==> src/rtl/scsi_glue_pkg.sv <==
package scsi_glue_pkg;
  localparam int WIN_W  = 16;
  localparam int BUS_W  = 16;
  localparam int BYTE_W = 8;
  localparam int STAT_W = 7;

  typedef enum logic [1:0] {
    PORT_AUX    = 2'd0,
    PORT_IDX    = 2'd1,
    PORT_DIRECT = 2'd2
  } ctl_port_e;

  // Generated boot image; an integration replaces this function.
  function automatic logic [BYTE_W-1:0] rom_image(input logic [13:0] off);
    return off[7:0] ^ {2'b00, off[13:8]};
  endfunction
endpackage

==> src/rtl/glue_decode.sv <==
module glue_decode
  import scsi_glue_pkg::*;
(
  input  logic             req,
  input  logic             we,
  input  logic             wide,
  input  logic [WIN_W-1:0] addr,
  output logic             rom_rd,
  output logic             stat_rd,
  output logic             stat_wr,
  output logic             pair_rd,
  output logic             strobe,
  output logic             strobe_we,
  output ctl_port_e        port
);
  logic [WIN_W-2:0] r;
  logic [7:0]       lo;
  logic             m_sr, m_dr, m_sw, m_dw, m_aux, m_idx;

  assign r     = addr[WIN_W-2:0];
  assign lo    = addr[7:0];
  assign m_sr  = (lo & 8'hF1) == 8'h80;
  assign m_dr  = (lo & 8'hF1) == 8'h81;
  assign m_sw  = (lo & 8'hF0) == 8'h80;
  assign m_dw  = (lo & 8'hF1) == 8'hE1;
  assign m_aux = r == 15'h00C1;
  assign m_idx = r == 15'h00C3;

  always_comb begin
    rom_rd    = 1'b0;
    stat_rd   = 1'b0;
    stat_wr   = 1'b0;
    pair_rd   = 1'b0;
    strobe    = 1'b0;
    strobe_we = 1'b0;
    port      = PORT_AUX;
    if (req && !addr[WIN_W-1]) begin
      rom_rd = !we;
    end else if (req) begin
      if (!we && !wide) begin
        if (m_sr) stat_rd = 1'b1;
        else if (m_dr)  begin strobe = 1'b1; port = PORT_DIRECT; end
        else if (m_aux) begin strobe = 1'b1; port = PORT_AUX;    end
        else if (m_idx) begin strobe = 1'b1; port = PORT_IDX;    end
      end else if (!we && wide) begin
        if (m_sw) begin pair_rd = 1'b1; strobe = 1'b1; port = PORT_DIRECT; end
      end else if (we && !wide) begin
        if (m_sw) stat_wr = 1'b1;
        else if (m_dw)  begin strobe = 1'b1; strobe_we = 1'b1; port = PORT_DIRECT; end
        else if (m_aux) begin strobe = 1'b1; strobe_we = 1'b1; port = PORT_AUX;    end
        else if (m_idx) begin strobe = 1'b1; strobe_we = 1'b1; port = PORT_IDX;    end
      end
    end
  end

  // a wide write never reaches the controller or the status register
  always_comb begin
    if (req && we && wide) begin
      assert_no_wide_write_R11: assert (!strobe && !stat_wr);
    end
  end
endmodule

==> src/rtl/glue_rom.sv <==
module glue_rom
  import scsi_glue_pkg::*;
#(
  parameter int ROM_BYTES = 16384
) (
  input  logic [WIN_W-2:0] base,
  output logic [BUS_W-1:0] word_q
);
  localparam int LANES = BUS_W / BYTE_W;

  for (genvar g = 0; g < LANES; g++) begin : g_lane
    logic [WIN_W-2:0]  off;
    logic [BYTE_W-1:0] val;
    assign off = {base[WIN_W-2:1], g[0]};
    assign val = (32'(off) < ROM_BYTES) ? rom_image(off[13:0]) : 8'hFF;
    // even offset lands in the upper byte
    assign word_q[BUS_W-1-g*BYTE_W -: BYTE_W] = val;
  end
endmodule

==> src/rtl/glue_status.sv <==
module glue_status
  import scsi_glue_pkg::*;
#(
  parameter int RST_CYCLES = 4
) (
  input  logic              clk,
  input  logic              rst_i_n,
  input  logic              stat_wr,
  input  logic [STAT_W-1:0] wdata,
  input  logic              avail,
  output logic [STAT_W-1:0] stat_q,
  output logic              irq,
  output logic              ctl_reset
);
  localparam int CNT_W = $clog2(RST_CYCLES + 1);
  localparam int B_RUN = 6;
  localparam int B_IEN = 4;
  localparam int B_INT = 3;

  logic [STAT_W-1:0] stat_d;
  logic [CNT_W-1:0]  cnt_q, cnt_d;
  logic              stat_en, cnt_en, set_int, load;

  assign set_int = avail && stat_q[B_IEN];
  assign load    = stat_wr && !wdata[B_RUN];
  assign stat_en = stat_wr || set_int;
  assign cnt_en  = load || (cnt_q != '0);

  always_comb begin
    stat_d = stat_q;
    if (stat_wr)      stat_d = wdata;
    else if (set_int) stat_d[B_INT] = 1'b1;
    cnt_d = load ? CNT_W'(RST_CYCLES) : cnt_q - 1'b1;
  end

  always_ff @(posedge clk or negedge rst_i_n) begin
    if (!rst_i_n) begin
      stat_q <= '0;
      cnt_q  <= CNT_W'(RST_CYCLES);
    end else begin
      if (stat_en) stat_q <= stat_d;
      if (cnt_en)  cnt_q  <= cnt_d;
    end
  end

  assign irq       = stat_q[B_INT];
  assign ctl_reset = cnt_q != '0;

  assert_reset_pulse_R7: assert property (@(posedge clk) disable iff (!rst_i_n)
    (stat_wr && !wdata[B_RUN]) |=> ctl_reset);
  assert_irq_raise_R8: assert property (@(posedge clk) disable iff (!rst_i_n)
    (avail && stat_q[B_IEN] && !stat_wr) |=> irq);
  assert_irq_hold_R9: assert property (@(posedge clk) disable iff (!rst_i_n)
    (irq && !stat_wr) |=> irq);
  assert_irq_cause_R8: assert property (@(posedge clk) disable iff (!rst_i_n)
    $rose(irq) |-> ($past(avail && stat_q[B_IEN]) || $past(stat_wr && wdata[B_INT])));
endmodule

==> src/rtl/scsi_pio_glue.sv <==
module scsi_pio_glue
  import scsi_glue_pkg::*;
#(
  parameter int ROM_BYTES  = 16384,
  parameter int RST_CYCLES = 4
) (
  input  logic              clk,
  input  logic              rst_n,
  input  logic              host_req,
  input  logic              host_we,
  input  logic              host_wide,
  input  logic [WIN_W-1:0]  host_addr,
  input  logic [BUS_W-1:0]  host_wdata,
  output logic [BUS_W-1:0]  host_rdata,
  output logic              host_rvalid,
  output logic              host_irq,
  output logic              ctl_strobe,
  output logic              ctl_we,
  output logic [1:0]        ctl_port,
  output logic [BYTE_W-1:0] ctl_wdata,
  input  logic [BYTE_W-1:0] ctl_rdata,
  input  logic              ctl_avail,
  output logic              ctl_reset
);
  logic [1:0]        sync_q;
  logic              rst_i_n;
  logic              rom_rd, stat_rd, stat_wr, pair_rd, rd;
  ctl_port_e         port;
  logic [BUS_W-1:0]  rom_word, rd_d, rdata_q;
  logic [STAT_W-1:0] stat_q;
  logic [BYTE_W-1:0] stat_byte;
  logic              rvalid_q;
  logic              unused_hi;

  // asynchronous assert, synchronous release
  always_ff @(posedge clk or negedge rst_n) begin
    if (!rst_n) sync_q <= '0;
    else        sync_q <= {sync_q[0], 1'b1};
  end
  assign rst_i_n = sync_q[1];

  glue_decode i_dec (
    .req(host_req), .we(host_we), .wide(host_wide), .addr(host_addr),
    .rom_rd(rom_rd), .stat_rd(stat_rd), .stat_wr(stat_wr), .pair_rd(pair_rd),
    .strobe(ctl_strobe), .strobe_we(ctl_we), .port(port)
  );

  glue_rom #(.ROM_BYTES(ROM_BYTES)) i_rom (
    .base(host_addr[WIN_W-2:0]), .word_q(rom_word)
  );

  glue_status #(.RST_CYCLES(RST_CYCLES)) i_stat (
    .clk(clk), .rst_i_n(rst_i_n), .stat_wr(stat_wr),
    .wdata(host_wdata[STAT_W-1:0]), .avail(ctl_avail),
    .stat_q(stat_q), .irq(host_irq), .ctl_reset(ctl_reset)
  );

  assign ctl_port  = port;
  assign ctl_wdata = host_wdata[BYTE_W-1:0];
  assign unused_hi = ^host_wdata[BUS_W-1:BYTE_W];
  assign stat_byte = {ctl_avail, stat_q};
  assign rd        = host_req && !host_we;

  always_comb begin
    rd_d = '0;
    if (rom_rd) begin
      if (host_wide)         rd_d = rom_word;
      else if (host_addr[0]) rd_d = {8'h00, rom_word[7:0]};
      else                   rd_d = {8'h00, rom_word[15:8]};
    end else if (stat_rd) begin
      rd_d = {8'h00, stat_byte};
    end else if (pair_rd) begin
      rd_d = {stat_byte, ctl_rdata};
    end else if (ctl_strobe && !ctl_we) begin
      rd_d = {8'h00, ctl_rdata};
    end
  end

  always_ff @(posedge clk or negedge rst_i_n) begin
    if (!rst_i_n) begin
      rdata_q  <= '0;
      rvalid_q <= 1'b0;
    end else begin
      rvalid_q <= rd;
      if (rd) rdata_q <= rd_d;
    end
  end

  assign host_rdata  = rdata_q;
  assign host_rvalid = rvalid_q;

  assert_strobe_regspace_R5: assert property (@(posedge clk) disable iff (!rst_i_n)
    ctl_strobe |-> (host_req && host_addr[WIN_W-1]));
  assert_rvalid_follows_R13: assert property (@(posedge clk) disable iff (!rst_i_n)
    (host_req && !host_we) |=> host_rvalid);
  assert_no_spurious_valid_R13: assert property (@(posedge clk) disable iff (!rst_i_n)
    !(host_req && !host_we) |=> !host_rvalid);
endmodule

==> config.mk <==
export PLATFORM = sky130hd
export DESIGN_NAME = scsi_pio_glue
export DESIGN_NICKNAME = d
export VERILOG_FILES = /design/src/rtl/scsi_glue_pkg.sv /design/src/rtl/glue_decode.sv /design/src/rtl/glue_rom.sv /design/src/rtl/glue_status.sv /design/src/rtl/scsi_pio_glue.sv
export SDC_FILE = /design/constraint.sdc
export NUM_CORES = 1
export LEC_CHECK = 0
export CORE_ASPECT_RATIO = 0.7
export CORE_MARGIN = 5
export CORE_UTILIZATION = 46
export CTS_BUF_LIST = sky130_fd_sc_hd__clkbuf_8
export DETAILED_ROUTE_END_ITERATION = 7
export GPL_TIMING_DRIVEN = 0
export HOLD_SLACK_MARGIN = 0.06
export MAX_ROUTING_LAYER = met4
export PLACE_DENSITY_LB_ADDON = 0.05
export SETUP_SLACK_MARGIN = 0.05
export SLEW_MARGIN = 20
export SYNTH_ARGS = -nofsm -noshare
export SYNTH_HDL_FRONTEND = slang
export SYNTH_SLANG_ARGS = --single-unit
export TNS_END_PERCENT = 50
==> constraint.sdc <==
create_clock -name clk -period 3.9 [get_ports clk]
set_input_delay 0.39 -clock clk [delete_from_list [all_inputs] [get_ports clk]]
set_output_delay 0.39 -clock clk [all_outputs]
set_load 0.005 [all_outputs]
==> out/metrics.yaml <==
status: "complete, no violations"
crit_buf_inv: 3
grt_pass1_vias: 1689
hold_viol_final: 0
gr-usage-all-layers_pct: 22.2
worstSetupStartpointType: "primary input"
grt_max_degree: 28
antenna_found_initial: 0
ir_drop_mv: 0.217
critical_path_class: "primary input to output pin"
p_clk_share_pct: 26.6
die_h_microns: 60.7
synthesis.area_sq_mm: 0.00169
hp-class: "primary input to async pin"
stdcell_count: 293
power_frac_comb_pct: 30.0
nFillCells: 298
synth_seq_area_share_pct: 43.0
htreeDepth: 2
setup_viol: 0
grt_pass1_wl_microns: 7890
switching_share_pct: 29.4
cts_resized: 0
arrival_ns: 2.86
clock_path_buffers: 2
synth.avg_cell_area_sq_um: 9.95
die_x_microns: 82.5
path_delay_family: "buffers and inverters"
detail-route-antenna-nets: 0
crit_fanout: 9
synthFlopType: "dfrtp_1"
crit_chain: "clkdlybuf4s50_1 > nor4_1 > nand4_1 > a221o_1 > clkbuf_1 > a21oi_1 > clkdlybuf4s50_1"
drc: 0
place_inst: 285
routabilityCongestion: 0.871
tns_ns: 0
cpMostUsedCell: "clkdlybuf4s50_1"
drtPass1Iterations: 4
cpPeakStageDelay_ns: 0.54
post-cts-setup-buffer-count: 0
worst_hold_slack_ns: 0.268
fin_nets: 290
routed_wl_microns: 5080
vias: 1640
multi_input_area_sq_um: 815
p_switching_uw: 264
worst_slew_pin_slew_ns: 0.616
cp-end-kind: "output pin"
post-route-util_pct: 70.5
maxCapViolCount: 0
p_seq_share_pct: 43.4
numCtsBuffers: 5
dieArea_sq_mm: 0.00501
clock_skew_ns: 0.00600
period_needed_ns: 3.25
yosysUniqueCellTypes: 41
avgRoutedWirePerCell_microns: 17.3
antenna_cells: 0
cts_tree: "yes"
yosys_warnings: 0
postCtsHoldBufs: 0
power.density_mw_per_mm2: 361
drive_above_1_share_pct: 12.8
drt_iter0_markers: 111
io_pins: 77
clock_sinks: 29
via_per_inst: 5.60
rsz0062_at_grt: "no"
cpMaxStageDelayCell: "clkdlybuf4s50_1"
syn_nets: 218
std_cell_rows: 18
synthArstFlopShare_pct: 100
ys_ff_latch: 29
slew_violations: 0
synth_edf_count: 0
internal_power_uw: 636
synth_cells: 170
p_leak_nw: 1.06
clockRootBuffer: "clkbuf_8"
clk_pin_slew_ns: 0.06
clk_latency_ns: 0.28
finalCritPeriodShare_pct: 83.4
overflow: 0
setup_slack_ns: 0.647
cp_data_required_time_ns: 3.51
core-area_sq_mm: 0.00354
fmaxAchievable_mhz: 307
initial_core_util_pct: 47.8
dp_hpwl_microns: 3960
numPortBuffers: 65
ff_latch_area_sq_um: 728
syn2layout_area_growth_pct: 47.3
pre_cts_slack_ns: 0.702
relSlewSlack_pct: 58.8
[registers in the layout, summed over array words and instances (netlist names)]
register and count:
host_rdata 16, host_rvalid 1, i_stat.stat_q 7, i_stat.cnt_q 3, sync_q 2
[worst paths after layout]
kind | slack [ns] | cells past startpoint | start | to
max | 0.65 | 7 | host_addr[5] | ctl_strobe
min | 0.27 | 1 | rst_n | sync_q[0]$_DFF_PN0_
max reg2reg | 2.76 | 5 | i_stat.cnt_q[0]$_DFFE_PN0P_ | i_stat.cnt_q[0]$_DFFE_PN0P_
min reg2reg | 0.27 | 0 | sync_q[1]$_DFF_PN0_ | host_rdata[10]$_DFFE_PN0P_
max in group asynchronous | 3.23 | 0 | sync_q[1]$_DFF_PN0_ | host_rdata[11]$_DFFE_PN0P_
min in group clk | 0.36 | 0 | sync_q[0]$_DFF_PN0_ | sync_q[1]$_DFF_PN0_
[synth_stat cells, types with 4 or more instances]
cell type | n | area share [%]
a211oi_1 | 7 | 3.1
a21oi_1 | 13 | 3.8
a221o_1 | 8 | 4.7
buf_4 | 8 | 3.6
clkbuf_1 | 6 | 1.3
dfrtp_1 | 28 | 41
inv_1 | 14 | 3.1
mux2_4 | 6 | 5.3
nand2_1 | 4 | 0.89
nor2_1 | 21 | 4.7
o21ai_0 | 5 | 1.5
o32ai_1 | 8 | 4.1
xnor2_1 | 6 | 3.1
[per-stage QoR]
| stage | total power [mW] | area, sq um |
|---|---|---|
| after floorplan | 0.519 | 1690 |
| after global routing | 0.950 | 2490 |
| after detailed placement | 0.666 | 2400 |
| final | 0.900 | 2490 |
| after global placement | 0.651 | 2400 |
| after CTS | 0.908 | 2490 |
[cells by family (layout without fill, tap and decap cells)]
logic type / after synthesis / after routing / synth area share [%]
multiplexers: 6 / 6 / 5.33
AO/OA/AOI/OAI: 47 / 47 / 20.0
other: 1 / 1 / 0.222
adder cells (fa/ha/maj): 2 / 2 / 1.48
flip-flops: 29 / 29 / 43.0
AND/OR/NAND/NOR: 48 / 48 / 17.5
XOR/XNOR: 7 / 7 / 3.62
buffers and inverters: 30 / 103 / 8.88
[layout make-up]
| class | count | area share (%) |
|---|---|---|
| plain buffers | 15 | 3.77 |
| clock buffers | 5 | 2.76 |
| clock inverters | 3 | 0.703 |
| inverters | 15 | 2.26 |
| multi-input cells | 111 | 32.7 |
| flip-flops and latches | 29 | 29.2 |
| well taps | 50 | 2.51 |
| repair buffers | 65 | 26.1 |
[worst register-to-register path: cells and delay by family, from the launching register on]
family / cells / cell delay [ns]
simple gates: 2 / 0.22
fa+ha+maj: 1 / 0.21
xor+xnor: 1 / 0.14
flops: 1 / 0.36
buf+inv: 1 / 0.07
[layout by cell type, fill, tap and decap left out, types with 2 or more instances in the layout]
master,synthesis,routed
mux2_4,6,6
nor4_1,3,3
a211oi_1,7,7
ha_1,2,2
buf_4,8,8
o21ai_0,5,5
inv_1,14,14
xnor2_1,6,6
nand2_1,4,4
a221o_1,8,8
clkdlybuf4s50_1,0,65
nor2_1,21,21
a21oi_1,13,13
nand2b_1,3,3
clkinv_2,0,2
dfrtp_1,28,27
clkbuf_8,0,5
and3_1,2,2
clkbuf_1,6,6
nor3_1,3,3
o32ai_1,8,8
[power by group through the flow]
stage | sequential, mW | combinational (mW) | clock (mW)
floorplan | 0.390 | 0.129 | 0
CTS | 0.391 | 0.272 | 0.245
global route | 0.398 | 0.298 | 0.254
finish | 0.391 | 0.271 | 0.239
global placement | 0.392 | 0.259 | 0
detailed placement | 0.396 | 0.271 | 0
[routing by layer]
layer	vias to the layer above	routed length (microns)	track usage [%]
met2	92	2330	34.5
met4	0	105	9.48
met5	-	0	-
met1	782	2200	28.5
met3	15	448	4.01
li1	751	-	-
(Power assumes the default switching activity.)
